$ cat config.mk
export PLATFORM = sky130hd
export DESIGN_NAME = ble_beacon_seq
export DESIGN_NICKNAME = d
export VERILOG_FILES = /design/src/rtl/ble_seq_pkg.sv /design/src/rtl/ble_frame_asm.sv /design/src/rtl/ble_cmd_rom.sv /design/src/rtl/ble_ce_timer.sv /design/src/rtl/ble_beacon_seq.sv
export SDC_FILE = /design/constraint.sdc
export NUM_CORES = 1
export LEC_CHECK = 0
export CORE_AREA = 4 4 258 260
export CTS_BUF_LIST = sky130_fd_sc_hd__clkbuf_16
export DETAILED_ROUTE_END_ITERATION = 10
export DIE_AREA = 0 0 262 264
export GPL_TIMING_DRIVEN = 1
export PLACE_DENSITY_LB_ADDON = 0.08
export SETUP_SLACK_MARGIN = 0.4
export SLEW_MARGIN = 40
export SYNTH_ARGS = -nofsm -noshare
export SYNTH_HDL_FRONTEND = slang
export SYNTH_HIERARCHICAL = 1
export SYNTH_SLANG_ARGS = --single-unit
export TNS_END_PERCENT = 5
$ cat constraint.sdc
create_clock -name clk -period 6.89 [get_ports clk]
set_input_delay 0.689 -clock clk [delete_from_list [all_inputs] [get_ports clk]]
set_output_delay 0.689 -clock clk [all_outputs]
set_load 0.02 [all_outputs]
$ cat src/rtl/ble_seq_pkg.sv
package ble_seq_pkg;

    localparam int FRAME_BYTES = 32;
    localparam int MSG_BYTES   = 16;
    localparam int MAC_BYTES   = 6;
    localparam int NUM_CHANS   = 3;
    localparam int CFG_FRAMES  = 13;
    localparam int FIRST_ADV   = 37;

    // radio register addresses
    localparam logic [4:0] RA_MODE   = 5'h00;
    localparam logic [4:0] RA_ACK    = 5'h01;
    localparam logic [4:0] RA_RXEN   = 5'h02;
    localparam logic [4:0] RA_AWID   = 5'h03;
    localparam logic [4:0] RA_RETRY  = 5'h04;
    localparam logic [4:0] RA_CHAN   = 5'h05;
    localparam logic [4:0] RA_RFCFG  = 5'h06;
    localparam logic [4:0] RA_FLAGS  = 5'h07;
    localparam logic [4:0] RA_RXA0   = 5'h0A;
    localparam logic [4:0] RA_TXA    = 5'h10;
    localparam logic [4:0] RA_RXLEN0 = 5'h11;
    localparam logic [4:0] RA_DYNLEN = 5'h1C;
    localparam logic [4:0] RA_FEAT   = 5'h1D;

    // single-byte radio commands
    localparam logic [7:0] OP_FLUSH_TX = 8'hE1;
    localparam logic [7:0] OP_FLUSH_RX = 8'hE2;
    localparam logic [7:0] OP_LOAD_TX  = 8'hA0;

    // per-channel command slots
    localparam logic [3:0] CH_TUNE  = 4'd0;
    localparam logic [3:0] CH_CLEAR = 4'd1;
    localparam logic [3:0] CH_FLTX  = 4'd2;
    localparam logic [3:0] CH_FLRX  = 4'd3;
    localparam logic [3:0] CH_LOAD  = 4'd4;
    localparam logic [3:0] CH_MODE  = 4'd5;

    typedef enum logic [2:0] {
        S_IDLE, S_FRAME, S_GAP, S_ENC_GO, S_ENC_WAIT, S_CE, S_DONE
    } seq_state_t;

    typedef enum logic {PROG_CFG, PROG_CHAN} prog_t;

    function automatic logic [7:0] bitrev8(input logic [7:0] a);
        logic [7:0] r;
        for (int i = 0; i < 8; i++) r[i] = a[7-i];
        return r;
    endfunction

    function automatic logic [7:0] wr_cmd(input logic [4:0] addr);
        return {3'b001, addr};
    endfunction

    // access address bytes before bit reversal
    function automatic logic [7:0] access_byte(input logic [1:0] k);
        case (k)
            2'd0:    return 8'h8E;
            2'd1:    return 8'h89;
            2'd2:    return 8'hBE;
            default: return 8'hD6;
        endcase
    endfunction

    function automatic logic [7:0] rf_of(input logic [1:0] c);
        case (c)
            2'd0:    return 8'd2;
            2'd1:    return 8'd26;
            default: return 8'd80;
        endcase
    endfunction

endpackage

$ cat src/rtl/ble_frame_asm.sv
module ble_frame_asm
    import ble_seq_pkg::*;
#(
    parameter logic [8*MAC_BYTES-1:0] DEV_MAC = 48'h0
) (
    input  logic [8*MSG_BYTES-1:0]   msg,
    output logic [8*FRAME_BYTES-1:0] frame
);
    localparam int MAC_OFS = 2;
    localparam int MSG_OFS = 13;
    localparam int SEED_OFS = MSG_OFS + MSG_BYTES;

    assign frame[7:0]    = 8'h42;
    assign frame[15:8]   = 8'h1B;
    assign frame[8*8 +: 8]  = 8'h02;
    assign frame[8*9 +: 8]  = 8'h01;
    assign frame[8*10 +: 8] = 8'h05;
    assign frame[8*11 +: 8] = 8'h11;
    assign frame[8*12 +: 8] = 8'h08;

    for (genvar m = 0; m < MAC_BYTES; m++) begin : g_mac
        assign frame[8*(MAC_OFS+m) +: 8] = DEV_MAC[8*m +: 8];
    end

    for (genvar k = 0; k < MSG_BYTES; k++) begin : g_msg
        assign frame[8*(MSG_OFS+k) +: 8] = msg[8*k +: 8];
    end

    for (genvar s = SEED_OFS; s < FRAME_BYTES; s++) begin : g_seed
        assign frame[8*s +: 8] = 8'h55;
    end
endmodule

$ cat src/rtl/ble_cmd_rom.sv
module ble_cmd_rom
    import ble_seq_pkg::*;
(
    input  prog_t                    prog,
    input  logic [3:0]               fidx,
    input  logic [5:0]               bidx,
    input  logic [1:0]               chan,
    input  logic [8*FRAME_BYTES-1:0] enc_frame,
    output logic [7:0]               byte_o,
    output logic [5:0]               len_o
);
    logic [7:0] cmd;
    logic [7:0] dat;
    logic [4:0] pidx;
    logic [1:0] aidx;

    assign pidx = bidx[4:0] - 5'd1;
    assign aidx = pidx[1:0];

    always_comb begin
        cmd   = 8'h00;
        dat   = 8'h00;
        len_o = 6'd2;
        if (prog == PROG_CFG) begin
            unique case (fidx)
                4'd0:    begin cmd = wr_cmd(RA_MODE);   dat = 8'h12; end
                4'd1:    begin cmd = wr_cmd(RA_ACK);    dat = 8'h00; end
                4'd2:    begin cmd = wr_cmd(RA_RXEN);   dat = 8'h00; end
                4'd3:    begin cmd = wr_cmd(RA_AWID);   dat = 8'h02; end
                4'd4:    begin cmd = wr_cmd(RA_RETRY);  dat = 8'h00; end
                4'd5:    begin cmd = wr_cmd(RA_RFCFG);  dat = 8'h06; end
                4'd6:    begin cmd = wr_cmd(RA_FLAGS);  dat = 8'h3E; end
                4'd7:    begin cmd = wr_cmd(RA_DYNLEN); dat = 8'h00; end
                4'd8:    begin cmd = wr_cmd(RA_FEAT);   dat = 8'h00; end
                4'd9:    begin cmd = wr_cmd(RA_RXLEN0); dat = 8'd32; end
                4'd10:   begin cmd = wr_cmd(RA_RXEN);   dat = 8'h01; end
                4'd11:   begin cmd = wr_cmd(RA_TXA);  dat = bitrev8(access_byte(aidx)); len_o = 6'd5; end
                default: begin cmd = wr_cmd(RA_RXA0); dat = bitrev8(access_byte(aidx)); len_o = 6'd5; end
            endcase
        end else begin
            unique case (fidx)
                CH_TUNE:  begin cmd = wr_cmd(RA_CHAN);  dat = rf_of(chan); end
                CH_CLEAR: begin cmd = wr_cmd(RA_FLAGS); dat = 8'h6E; end
                CH_FLTX:  begin cmd = OP_FLUSH_TX; len_o = 6'd1; end
                CH_FLRX:  begin cmd = OP_FLUSH_RX; len_o = 6'd1; end
                CH_LOAD:  begin cmd = OP_LOAD_TX; dat = enc_frame[8*pidx +: 8];
                                len_o = 6'(FRAME_BYTES + 1); end
                default:  begin cmd = wr_cmd(RA_MODE);  dat = 8'h12; end
            endcase
        end
    end

    assign byte_o = (bidx == 6'd0) ? cmd : dat;
endmodule

$ cat src/rtl/ble_ce_timer.sv
module ble_ce_timer #(
    parameter int CYCLES = 1000000
) (
    input  logic clk,
    input  logic rst_n,
    input  logic run,
    output logic expire
);
    localparam int CW = $clog2(CYCLES + 1);
    localparam logic [CW-1:0] LAST = CW'(CYCLES - 1);

    logic [CW-1:0] cnt;

    always_ff @(posedge clk or negedge rst_n) begin
        if (!rst_n)    cnt <= '0;
        else if (!run) cnt <= '0;
        else           cnt <= cnt + 1'b1;
    end

    assign expire = run && (cnt == LAST);

    // the window never runs past its length
    p_ce_bound_r10: assert property (@(posedge clk) disable iff (!rst_n)
        (run && !expire) |=> (cnt != '0));
endmodule

$ cat src/rtl/ble_beacon_seq.sv
module ble_beacon_seq
    import ble_seq_pkg::*;
#(
    parameter int                    CE_CYCLES = 1000000,
    parameter logic [8*MAC_BYTES-1:0] DEV_MAC  = 48'hC2_11_22_33_44_55
) (
    input  logic                     clk,
    input  logic                     rst_n,
    input  logic                     start,
    input  logic                     msg_valid,
    input  logic [8*MSG_BYTES-1:0]   msg_data,
    output logic                     busy,
    output logic                     done,
    output logic                     spi_valid,
    output logic [7:0]               spi_byte,
    input  logic                     spi_ready,
    output logic                     cs_n,
    output logic                     ce,
    output logic                     enc_start,
    output logic [5:0]               enc_chan,
    output logic [8*FRAME_BYTES-1:0] frame_out,
    input  logic [8*FRAME_BYTES-1:0] enc_frame,
    input  logic                     enc_done
);
    localparam logic [3:0] CFG_LAST  = 4'(CFG_FRAMES - 1);
    localparam logic [1:0] CHAN_LAST = 2'(NUM_CHANS - 1);

    seq_state_t st, st_n;
    prog_t      prog, prog_n;
    logic [3:0] fidx, fidx_n;
    logic [5:0] bidx, bidx_n;
    logic [1:0] chan, chan_n;
    logic       cfg_ok, cfg_ok_n;
    logic [8*MSG_BYTES-1:0] msg_q, msg_n;
    logic [7:0] rom_byte;
    logic [5:0] rom_len;
    logic       ce_expire;

    ble_frame_asm #(.DEV_MAC(DEV_MAC)) u_asm (
        .msg   (msg_q),
        .frame (frame_out)
    );

    ble_cmd_rom u_rom (
        .prog      (prog),
        .fidx      (fidx),
        .bidx      (bidx),
        .chan      (chan),
        .enc_frame (enc_frame),
        .byte_o    (rom_byte),
        .len_o     (rom_len)
    );

    ble_ce_timer #(.CYCLES(CE_CYCLES)) u_ce (
        .clk    (clk),
        .rst_n  (rst_n),
        .run    (st == S_CE),
        .expire (ce_expire)
    );

    // next-state logic
    always_comb begin
        st_n     = st;
        prog_n   = prog;
        fidx_n   = fidx;
        bidx_n   = bidx;
        chan_n   = chan;
        cfg_ok_n = cfg_ok;
        msg_n    = msg_q;
        unique case (st)
            S_IDLE: begin
                if (start) begin
                    prog_n = PROG_CFG;
                    fidx_n = '0;
                    bidx_n = '0;
                    st_n   = S_FRAME;
                end else if (msg_valid && cfg_ok) begin
                    msg_n  = msg_data;
                    prog_n = PROG_CHAN;
                    chan_n = '0;
                    fidx_n = CH_TUNE;
                    bidx_n = '0;
                    st_n   = S_FRAME;
                end
            end
            S_FRAME: begin
                if (spi_ready) begin
                    if (bidx == rom_len - 6'd1) begin
                        bidx_n = '0;
                        st_n   = S_GAP;
                    end else begin
                        bidx_n = bidx + 6'd1;
                    end
                end
            end
            S_GAP: begin
                if (prog == PROG_CFG) begin
                    if (fidx == CFG_LAST) begin
                        cfg_ok_n = 1'b1;
                        st_n     = S_DONE;
                    end else begin
                        fidx_n = fidx + 4'd1;
                        st_n   = S_FRAME;
                    end
                end else if (fidx == CH_CLEAR) begin
                    fidx_n = CH_FLTX;
                    st_n   = S_ENC_GO;
                end else if (fidx == CH_MODE) begin
                    st_n = S_CE;
                end else begin
                    fidx_n = fidx + 4'd1;
                    st_n   = S_FRAME;
                end
            end
            S_ENC_GO:   st_n = S_ENC_WAIT;
            S_ENC_WAIT: if (enc_done) st_n = S_FRAME;
            S_CE: begin
                if (ce_expire) begin
                    if (chan == CHAN_LAST) begin
                        st_n = S_DONE;
                    end else begin
                        chan_n = chan + 2'd1;
                        fidx_n = CH_TUNE;
                        st_n   = S_FRAME;
                    end
                end
            end
            S_DONE:  st_n = S_IDLE;
            default: st_n = S_IDLE;
        endcase
    end

    // state register
    always_ff @(posedge clk or negedge rst_n) begin
        if (!rst_n) begin
            st     <= S_IDLE;
            prog   <= PROG_CFG;
            fidx   <= '0;
            bidx   <= '0;
            chan   <= '0;
            cfg_ok <= 1'b0;
            msg_q  <= '0;
        end else begin
            st     <= st_n;
            prog   <= prog_n;
            fidx   <= fidx_n;
            bidx   <= bidx_n;
            chan   <= chan_n;
            cfg_ok <= cfg_ok_n;
            msg_q  <= msg_n;
        end
    end

    // outputs
    always_comb begin
        spi_valid = (st == S_FRAME);
        cs_n      = (st != S_FRAME);
        spi_byte  = rom_byte;
        ce        = (st == S_CE);
        enc_start = (st == S_ENC_GO);
        enc_chan  = 6'(FIRST_ADV) + {4'd0, chan};
        busy      = (st != S_IDLE);
        done      = (st == S_DONE);
    end

    // bytes are requested only inside a chip-select frame
    p_valid_in_frame_r2: assert property (@(posedge clk) disable iff (!rst_n)
        spi_valid |-> !cs_n);
    // a finished command releases chip-select before the next
    p_cs_release_r2: assert property (@(posedge clk) disable iff (!rst_n)
        (spi_ready && !cs_n && (bidx == rom_len - 6'd1)) |=> cs_n);
    // no SPI request right after the encoder trigger
    p_enc_quiet_r9: assert property (@(posedge clk) disable iff (!rst_n)
        enc_start |=> (!spi_valid && !enc_start));
    // the encoder only sees advertising channels
    p_chan_range_r7: assert property (@(posedge clk) disable iff (!rst_n)
        enc_start |-> (enc_chan >= 6'd37 && enc_chan <= 6'd39));
    // SPI is idle while chip-enable is high
    p_ce_quiet_r10: assert property (@(posedge clk) disable iff (!rst_n)
        ce |-> (cs_n && !spi_valid));
    // done is a single-cycle pulse raised while busy
    p_done_pulse_r11: assert property (@(posedge clk) disable iff (!rst_n)
        done |=> !done);
    p_done_busy_r11: assert property (@(posedge clk) disable iff (!rst_n)
        done |-> busy);
    // a message before setup leaves the block idle
    p_early_msg_r5: assert property (@(posedge clk) disable iff (!rst_n)
        (!busy && !start && msg_valid && !cfg_ok) |=> !busy);
endmodule

Word-level counts from Yosys, hierarchy flattened. Index checks and enable logic that the tools add are counted.

Register bits: 165. Input port bits: 390. Output and inout bits: 276. Word-level logic and storage cells: 122.

Add/subtract/negate cells: 7. Equal/unequal tests: 35. Shift operators: 1. Multiplexer cells: 46. Bitwise operators: 2. Reduce and logical (&&, ||, !) cells: 23.

Operator list (count): variable part select 256 x 9 -> 8 bit (1); case mux 8 bit (7 select lines) (1); case mux 5 bit (11 select lines) (1); case mux 8 bit (5 select lines) (1); 2-to-1 mux 3 bit (12); 2-to-1 mux 4 bit (8); case mux 8 bit (4 select lines) (1); 2-to-1 mux 6 bit (5); 2-to-1 mux 8 bit (3); case mux 6 bit (2 select lines) (2); case mux 7 bit (3 select lines) (1); adder 20 x 1 -> 20 bit (second input constant) (1); equality test 20 bit (second input constant) (1); equality test 4 bit (second input constant) (5); 2-to-1 mux 20 bit (1); case mux 3 bit (6 select lines) (1); equality test 4 x 3 -> 1 bit (second input constant) (4); case mux 7 bit (2 select lines) (1); case mux 4 bit (3 select lines) (1); OR reduction 11 bit (1); != test 2 bit (second input constant) (5); AND reduction 5 bit (2); equality test 3 bit (second input constant) (3); AND reduction 3 bit (3); other kinds (32) (49).

Depth between registers and ports, before layout. Gate-level depths: netlist of run 1.

Word-level depth: 9. Mapped depth: 14. Depth with buffers taken out: 12.

Hierarchy. The synthesis of run 1 kept the hierarchy.

Modules (own cells, without submodules): ble_beacon_seq (instances 1, cells an instance 426, area an instance 6092.1 um^2, seq. area each 3628.5 um^2); ble_cmd_rom (instances 1, cells an instance 259, area an instance 2819.0 um^2, seq. area each 0.0 um^2); ble_frame_asm (instances 1, cells an instance 258, area an instance 1929.4 um^2, seq. area each 0.0 um^2); ble_ce_timer (instances 1, cells an instance 104, area an instance 1003.5 um^2, seq. area each 500.5 um^2).

Least setup slack after synthesis of run 1. Ideal clock, no wire load.

Kind: register -> output. Start point: reg bidx[0]. End point: out spi_byte[5]. Arrival: 3.253 ns. Setup slack: 2.948 ns. Stages on the path, launching flop included: 12. Path buffers: 5. Cells stage by stage: dfrtp_1 buf_6 buf_4 buf_4 inv_1 ha_1 buf_2 clkbuf_1 mux4_2 mux4_2 a31oi_1 o2111ai_1.

Cells in the longest elaborated chain, start to end: 6. Elaborated cells on any way between the ends: 11. Those cells by class: add/sub (1); eq/ne (2); shift (1); mux (5); reduce/logical (2).

RTL lines: from (decl) (line ble_beacon_seq.sv:31) `logic [5:0] bidx, bidx_n;`; from (signal assigned) (line ble_beacon_seq.sv:147) `bidx <= bidx_n;`; parallel branches: the longest is 5 deep, another holds subtractor 5 x 1 -> 5 bit; 2-to-1 mux 8 bit * (line ble_cmd_rom.sv:53) `assign byte_o = (bidx == 6'd0) ? cmd : dat;`; to (decl) (line ble_beacon_seq.sv:15) `output logic [7:0] spi_byte,`.

Every way passes the cells marked *.

Worst setup path after layout of run 1. Same ends and word-level chain as after synthesis.

==> impl_metrics.yaml, run 1 <==
place:
  place_congestion: 0.811
  io_buffers: 535
  dp.cells: 2267
  place_area_um2: 16600
  dp.final_hpwl_um: 38400
routing:
  vias: 8935
  drtAntennaViolNets: 0
  drc: 0
  drtIter0Drc: 329
  drt-pass1-iter-count: 6
  vias_per_cell: 3.89
  finalWirelength_um: 46700
  wl_per_cell_um: 20.3
critical_path:
  worstPathMaxFanout: 28
  critPathKind: "reg -> out"
  critical_path_arrival_ps: 4420
  endpoint_kind: "primary output"
  crit_required_ps: 6200
  cp-start-kind: "flip-flop"
clocking:
  cts_resized: 0
  clock_sinks: 165
  numCtsBuffers: 17
  cts_root_buffer: "clkbuf_16"
  postCtsHoldBufs: 0
  cts_setup_buffers: 0
  clk_pin_slew_worst_paths_ps: 70
  cts_buffer_depth: 2
  htreeDepth: 4
  cts_tree: "yes"
  clk_latency_ps: 450
final_layout:
  syn_to_final_growth_pct: 45.0
  layout-drive-gt1-share_pct: 18.0
  nets: 1833
  instances_no_fill: 2299
  fillers: 6777
  final_area_um2: 17200
pwr:
  leakage_nw: 6.97
  max-vdd-ir-drop_mv: 0.127
  powerDensity_nw_per_um2: 225
logic_synthesis:
  synth_warnings: 6
  synthTopCellsByCount: "267 x buf_4, 165 x dfrtp_1, 128 x mux2_2"
  yosysMostFrequentCell: "buf_4"
  synth_area_um2: 11800
  syn_inst: 1047
  synth_top_cell_by_area: "dfrtp_1"
  avgSynthCellArea_um2: 11.3
  yosys_most_used_dff: "dfrtp_1"
  yosysTopAreaCellShare_pct: 34.9
  synthTopCellsByArea: "dfrtp_1 35%, buf_4 17%, mux4_2 13%"
  yosysUniqueCellTypes: 74
  async_flop_share_pct: 100
  synth_edf_count: 0
  ys_ff_latch: 165
  yosysSeqAreaShare_pct: 34.9
floorplanning:
  die_w_um: 262
  start_util_pct: 18.5
  rows: 93
  fp.dieH_um: 264
  core-area_um2: 64100
  ios: 666
  die-area_um2: 69200
sta:
  worst_pin_slew_ps: 785
  grt_setup_unrepaired: "false"
  post-route-min-period_ps: 5110
  max_freq_mhz: 196
  hold_viol: 0
  slew_headroom_pct: 47.7
  drv_slew: 0
  setup_tns_ps: 0
  clock_skew_ps: 7.79
  setup_viol: 0
  finalCritPeriodShare_pct: 74.2
grt:
  grt_use_total_pct: 12.9
  grt_pass1_wl_um: 65900
  grt_pass1_vias: 9559
  grt.overflow.total: 0
  grt_max_degree: 131
  antenna_found_initial: 6
hold_path:
  hold_class: "in -> async"
outcome:
  status: "completed"
run:
  drv_cap: 0
[final timing paths]
kind | cells after the start | slack (ps) | end | start
setup / recovery | 9 | 1780 | spi_byte[5] | bidx[0]$_DFFE_PN0P_
hold / removal | 1 | 230 | msg_q[55]$_DFFE_PN0P_ | rst_n
setup reg to reg | 11 | 3180 | fidx[3]$_DFFE_PN0P_ | st[2]$_DFFE_PN0P_
hold reg to reg | 1 | 480 | u_ce/cnt[0]$_DFF_PN0_ | u_ce/cnt[0]$_DFF_PN0_
max in group asynchronous | 2 | 5610 | bidx[0]$_DFFE_PN0P_ | rst_n
min in group clk | 1 | 480 | u_ce/cnt[0]$_DFF_PN0_ | u_ce/cnt[0]$_DFF_PN0_
[metal layers]
metal,vias up,part of all wire [%],global-route usage (%)
li1,4134,-,-
met5,-,0.049,0
met3,35,9.6,4.97
met4,4,1.8,3.67
met2,387,53,24.3
met1,4375,35,13.1
[cell usage in the layout (no fill, tap or decap), drive strengths merged, types with 4 or more instances in the layout]
cell | synthesis | layout
nor3b | 4 | 4
nor2b | 6 | 6
nor2 | 39 | 39
nand4 | 9 | 9
nand2b | 15 | 15
nand2 | 44 | 44
buf | 292 | 14
conb | 5 | 132
nor3 | 15 | 15
mux2 | 128 | 128
nand3 | 18 | 18
and2 | 4 | 4
o21ai | 37 | 37
xnor2 | 14 | 14
a22oi | 6 | 6
o31ai | 5 | 5
clkdlybuf4s50 | 0 | 534
inv | 22 | 27
clkinvlp | 0 | 4
clkbuf | 18 | 17
mux4 | 76 | 76
dfrtp | 165 | 165
or3 | 11 | 11
a31oi | 5 | 5
nor4 | 5 | 5
ha | 12 | 12
clkinv | 0 | 4
a21o | 4 | 4
a21oi | 33 | 33
xor2 | 8 | 8
[flip-flops by register name (all words and copies together), names as in the netlist]
name / flops
bidx: 6
cfg_ok: 1
chan: 2
fidx: 4
msg_q: 128
prog: 1
st: 3
u_ce/cnt: 20
[power breakdown]
part	internal, mW	switching, mW	total [mW]
Clock	0.455	0.428	0.884
Combinational	0.973	0.932	1.90
Sequential	0.989	0.0897	1.08
[final cells by class]
class / instances / area, µm² / share of cell area [%]
multi-input combinational: 677 / 5890 / 34.3
timing repair buffer: 548 / 5480 / 31.9
sequential: 165 / 4130 / 24.1
tap: 855 / 1070 / 6.23
clock buffer: 17 / 425 / 2.48
clock inverter: 13 / 88.8 / 0.517
inverter: 22 / 82.6 / 0.481
antenna: 2 / 5.00 / 0.0291
[metrics by stage]
stage / hold WS [ps] / setup slack (ps) / power, mW / util (%)
after floorplan: 393 / 2950 / 2.36 / -
after global placement: 466 / 2090 / 3.02 / 25.9
after detailed placement: 464 / 2000 / 3.05 / 25.9
after CTS: 241 / 1480 / 3.97 / 26.8
after global routing: 269 / 1450 / 4.13 / 26.8
final: 231 / 1780 / 3.87 / 26.8
[worst max-delay path, stage by stage (launching register included)]
cell and delay, ps:
dfrtp_4 680, inv_1 230, ha_1 420, nor3b_2 350, xor2_2 460, mux4_2 590, and3_1 250, a31oi_1 180
o2111ai_1 190, clkdlybuf4s50_1 610
[cells by family after synthesis]
logic type / Yosys count / share of synthesized area (%)
AND/OR/NAND/NOR: 186 / 8.67
buffers and inverters: 332 / 20.0
multiplexers: 206 / 27.1
AO/OA/AOI/OAI: 119 / 6.34
XOR/XNOR: 22 / 1.63
flip-flops: 165 / 34.9
other: 5 / 0.158
adder cells (fa/ha/maj): 12 / 1.27
Note: power is estimated with default switching activity, not from simulation.
==> run 2, diff against run 1 <==
==> constraint.sdc (replaced) <==
create_clock -name clk -period 4.99 [get_ports clk]
set_input_delay 0.499 -clock clk [delete_from_list [all_inputs] [get_ports clk]]
set_output_delay 0.499 -clock clk [all_outputs]
set_load 0.02 [all_outputs]
==> run 2 against run 1 <==
  * Non-clock buffer count up 2
  * Flip-flop and latch count unchanged
  * Design area is 0.83% higher
  * Combinational power up 46%
  * Clock power grew 56%
  * Worst hold slack got worse by 190 ps
  * Register-to-register slack lost 1700 ps
  * Sequential share of layout area decreased by 0.19 points
  * Highest routed layer unchanged
  * Wire length decreased by 1.8%
  * First-iteration DRC count is 5.2% higher
  * Sequential power grew 34%
  * Setup slack lost 1200 ps
==> impl_metrics.yaml, run 2 (synthesis results as in run 1) <==
sta:
  clock_skew_ps: 12.6
  max_freq_mhz: 229
  fin_hold_ws_ps: 39.0
  grt_setup_unrepaired: "true"
  hold_viol: 0
  setup_tns_ps: 0
  finalCritPeriodShare_pct: 87.6
  slew_headroom_pct: 50.1
  post-route-min-period_ps: 4370
  setup_viol: 0
  setup_slack_ps: 618
  drv_slew: 0
  worst_pin_slew_ps: 748
routing:
  drc: 0
  finalWirelength_um: 45800
  drtIter0Drc: 346
  vias_per_cell: 3.87
  drt-pass1-iter-count: 7
  wl_per_cell_um: 19.9
  vias: 8909
  drtAntennaViolNets: 0
clocking:
  cts_setup_buffers: 0
  clk_latency_ps: 450
  clk_pin_slew_worst_paths_ps: 70
  htreeDepth: 4
  clock_sinks: 165
  cts_buffer_depth: 2
  cts_tree: "yes"
  cts_root_buffer: "clkbuf_16"
  numCtsBuffers: 17
critical_path:
  r2r.worst_path.cells: 11
  cp-start-kind: "flip-flop"
  slowest_stage: "clkdlybuf4s50_1"
  worstPathMaxFanout: 8
  crit_required_ps: 4490
  r2r-start: "fidx[3]$_DFFE_PN0P_"
  crit_chain: "inv_1 > ha_2 > nor3b_4 > xor2_4 > mux4_2 > and3_1 > a31oi_1 > o2111ai_1 > clkdlybuf4s50_1"
  worst_r2r_endpoint: "bidx[0]$_DFFE_PN0P_"
  crit_path_max_incr_delay_ps: 600
  rrSetupSlack_ps: 1460
  endpoint_kind: "primary output"
  critical_path_arrival_ps: 3870
  critPathKind: "reg -> out"
grt:
  use_met2_pct: 23.6
  grt_pass1_wl_um: 65400
  grt.overflow.total: 0
  antenna_found_initial: 5
  grt_use_total_pct: 12.7
  grtUsageMet3_pct: 5.32
  grt_pass1_vias: 9578
  grt_max_degree: 103
  grt.busiest_layer: "met2"
  met1_usage_pct: 13.3
pwr:
  seqPwrFrac_pct: 25.9
  comb_power_share_pct: 49.5
  p_total_mw: 5.59
  clockPowerShare_pct: 24.6
  leakage_nw: 7.03
  power.internal_mw: 3.54
  p_sw_share_pct: 36.8
  power.net_switching_mw: 2.06
  powerDensity_nw_per_um2: 323
  max-vdd-ir-drop_mv: 0.171
final_layout:
  layout_commonest_cell: "clkdlybuf4s50_1"
  regMostFlops: "msg_q"
  layout-drive-gt1-share_pct: 18.3
  fillers: 6723
  ff_latch_area_um2: 4130
  fin_util_pct: 27.0
  nets: 1835
  final_area_um2: 17300
  final_cell_mix: "534 x clkdlybuf4s50_1, 163 x dfrtp_1, 132 x conb_1"
  instances_no_fill: 2303
  syn_to_final_growth_pct: 46.2
  largest_reg_flops: 128
  reg_top3: "msg_q: 128 flops, u_ce/cnt: 20 flops, bidx: 6 flops"
  multiInputGateArea_um2: 5920
floorplanning:
  fp.dieH_um: 264
  core-area_um2: 64100
  rows: 93
  ios: 666
  start_util_pct: 18.5
  die_w_um: 262
  die-area_um2: 69200
place:
  io_buffers: 535
  dp_slack_ps: 939
  dp.cells: 2269
  place_area_um2: 16700
  place_congestion: 0.778
  dp.final_hpwl_um: 37700
hold_path:
  hold_class: "in -> async"
outcome:
  status: "completed"
run:
  drv_cap: 0
run 2: timing repair:
action	CTS	global route
hold endpoints to repair	0	0
hold buffers	0	0
setup endpoints to repair	0	7
resized for setup	0	4
run 2: area by class of cell:
type	count	share of cell area, %
multi-input combinational	677	34.2
antenna	2	0.0289
tap	855	6.18
timing repair buffer	550	31.9
sequential	165	23.9
clock buffer	17	2.46
inverter	22	0.477
clock inverter	15	0.939
run 2: worst max-delay path by stage:
stage / startpoint / to / slack (ps) / cells after the start
floorplan: bidx[0]$_DFFE_PN0P_ / spi_byte[5] / 1240 / 11
global placement: bidx[1]$_DFFE_PN0P_ / spi_byte[6] / 990 / 8
detailed placement: bidx[1]$_DFFE_PN0P_ / spi_byte[5] / 940 / 9
CTS: bidx[1]$_DFFE_PN0P_ / spi_byte[5] / 420 / 9
global route: bidx[1]$_DFFE_PN0P_ / spi_byte[5] / 320 / 9
finish: bidx[1]$_DFFE_PN0P_ / spi_byte[5] / 620 / 9
run 2: layer usage:
layer | vias to the layer above | share of wire, % | wire length, µm
li1 | 4151 | - | -
met1 | 4325 | 35 | 16200
met2 | 398 | 53 | 24300
met3 | 29 | 10 | 4780
met4 | 6 | 1.1 | 488
met5 | - | 0.081 | 37
run 2: power groups by stage:
stage                     logic, mW  registers, mW  clock network [mW]
final                          2.77           1.45                1.38
after global routing           3.01           1.46                1.50
after CTS                      2.82           1.44                1.45
after detailed placement       2.81           1.47                   0
after global placement         2.79           1.47                   0
after floorplan                1.83           1.43                   0
run 2: worst max-delay path: cells and delay by family (launching register included):
kind	cells	cell delay, ps
multiplexers	1	550
XOR/XNOR	1	300
AND/OR/NAND/NOR	2	590
buffers and inverters	2	780
flip-flops	1	500
adder cells (fa/ha/maj)	1	330
AO/OA/AOI/OAI	2	360
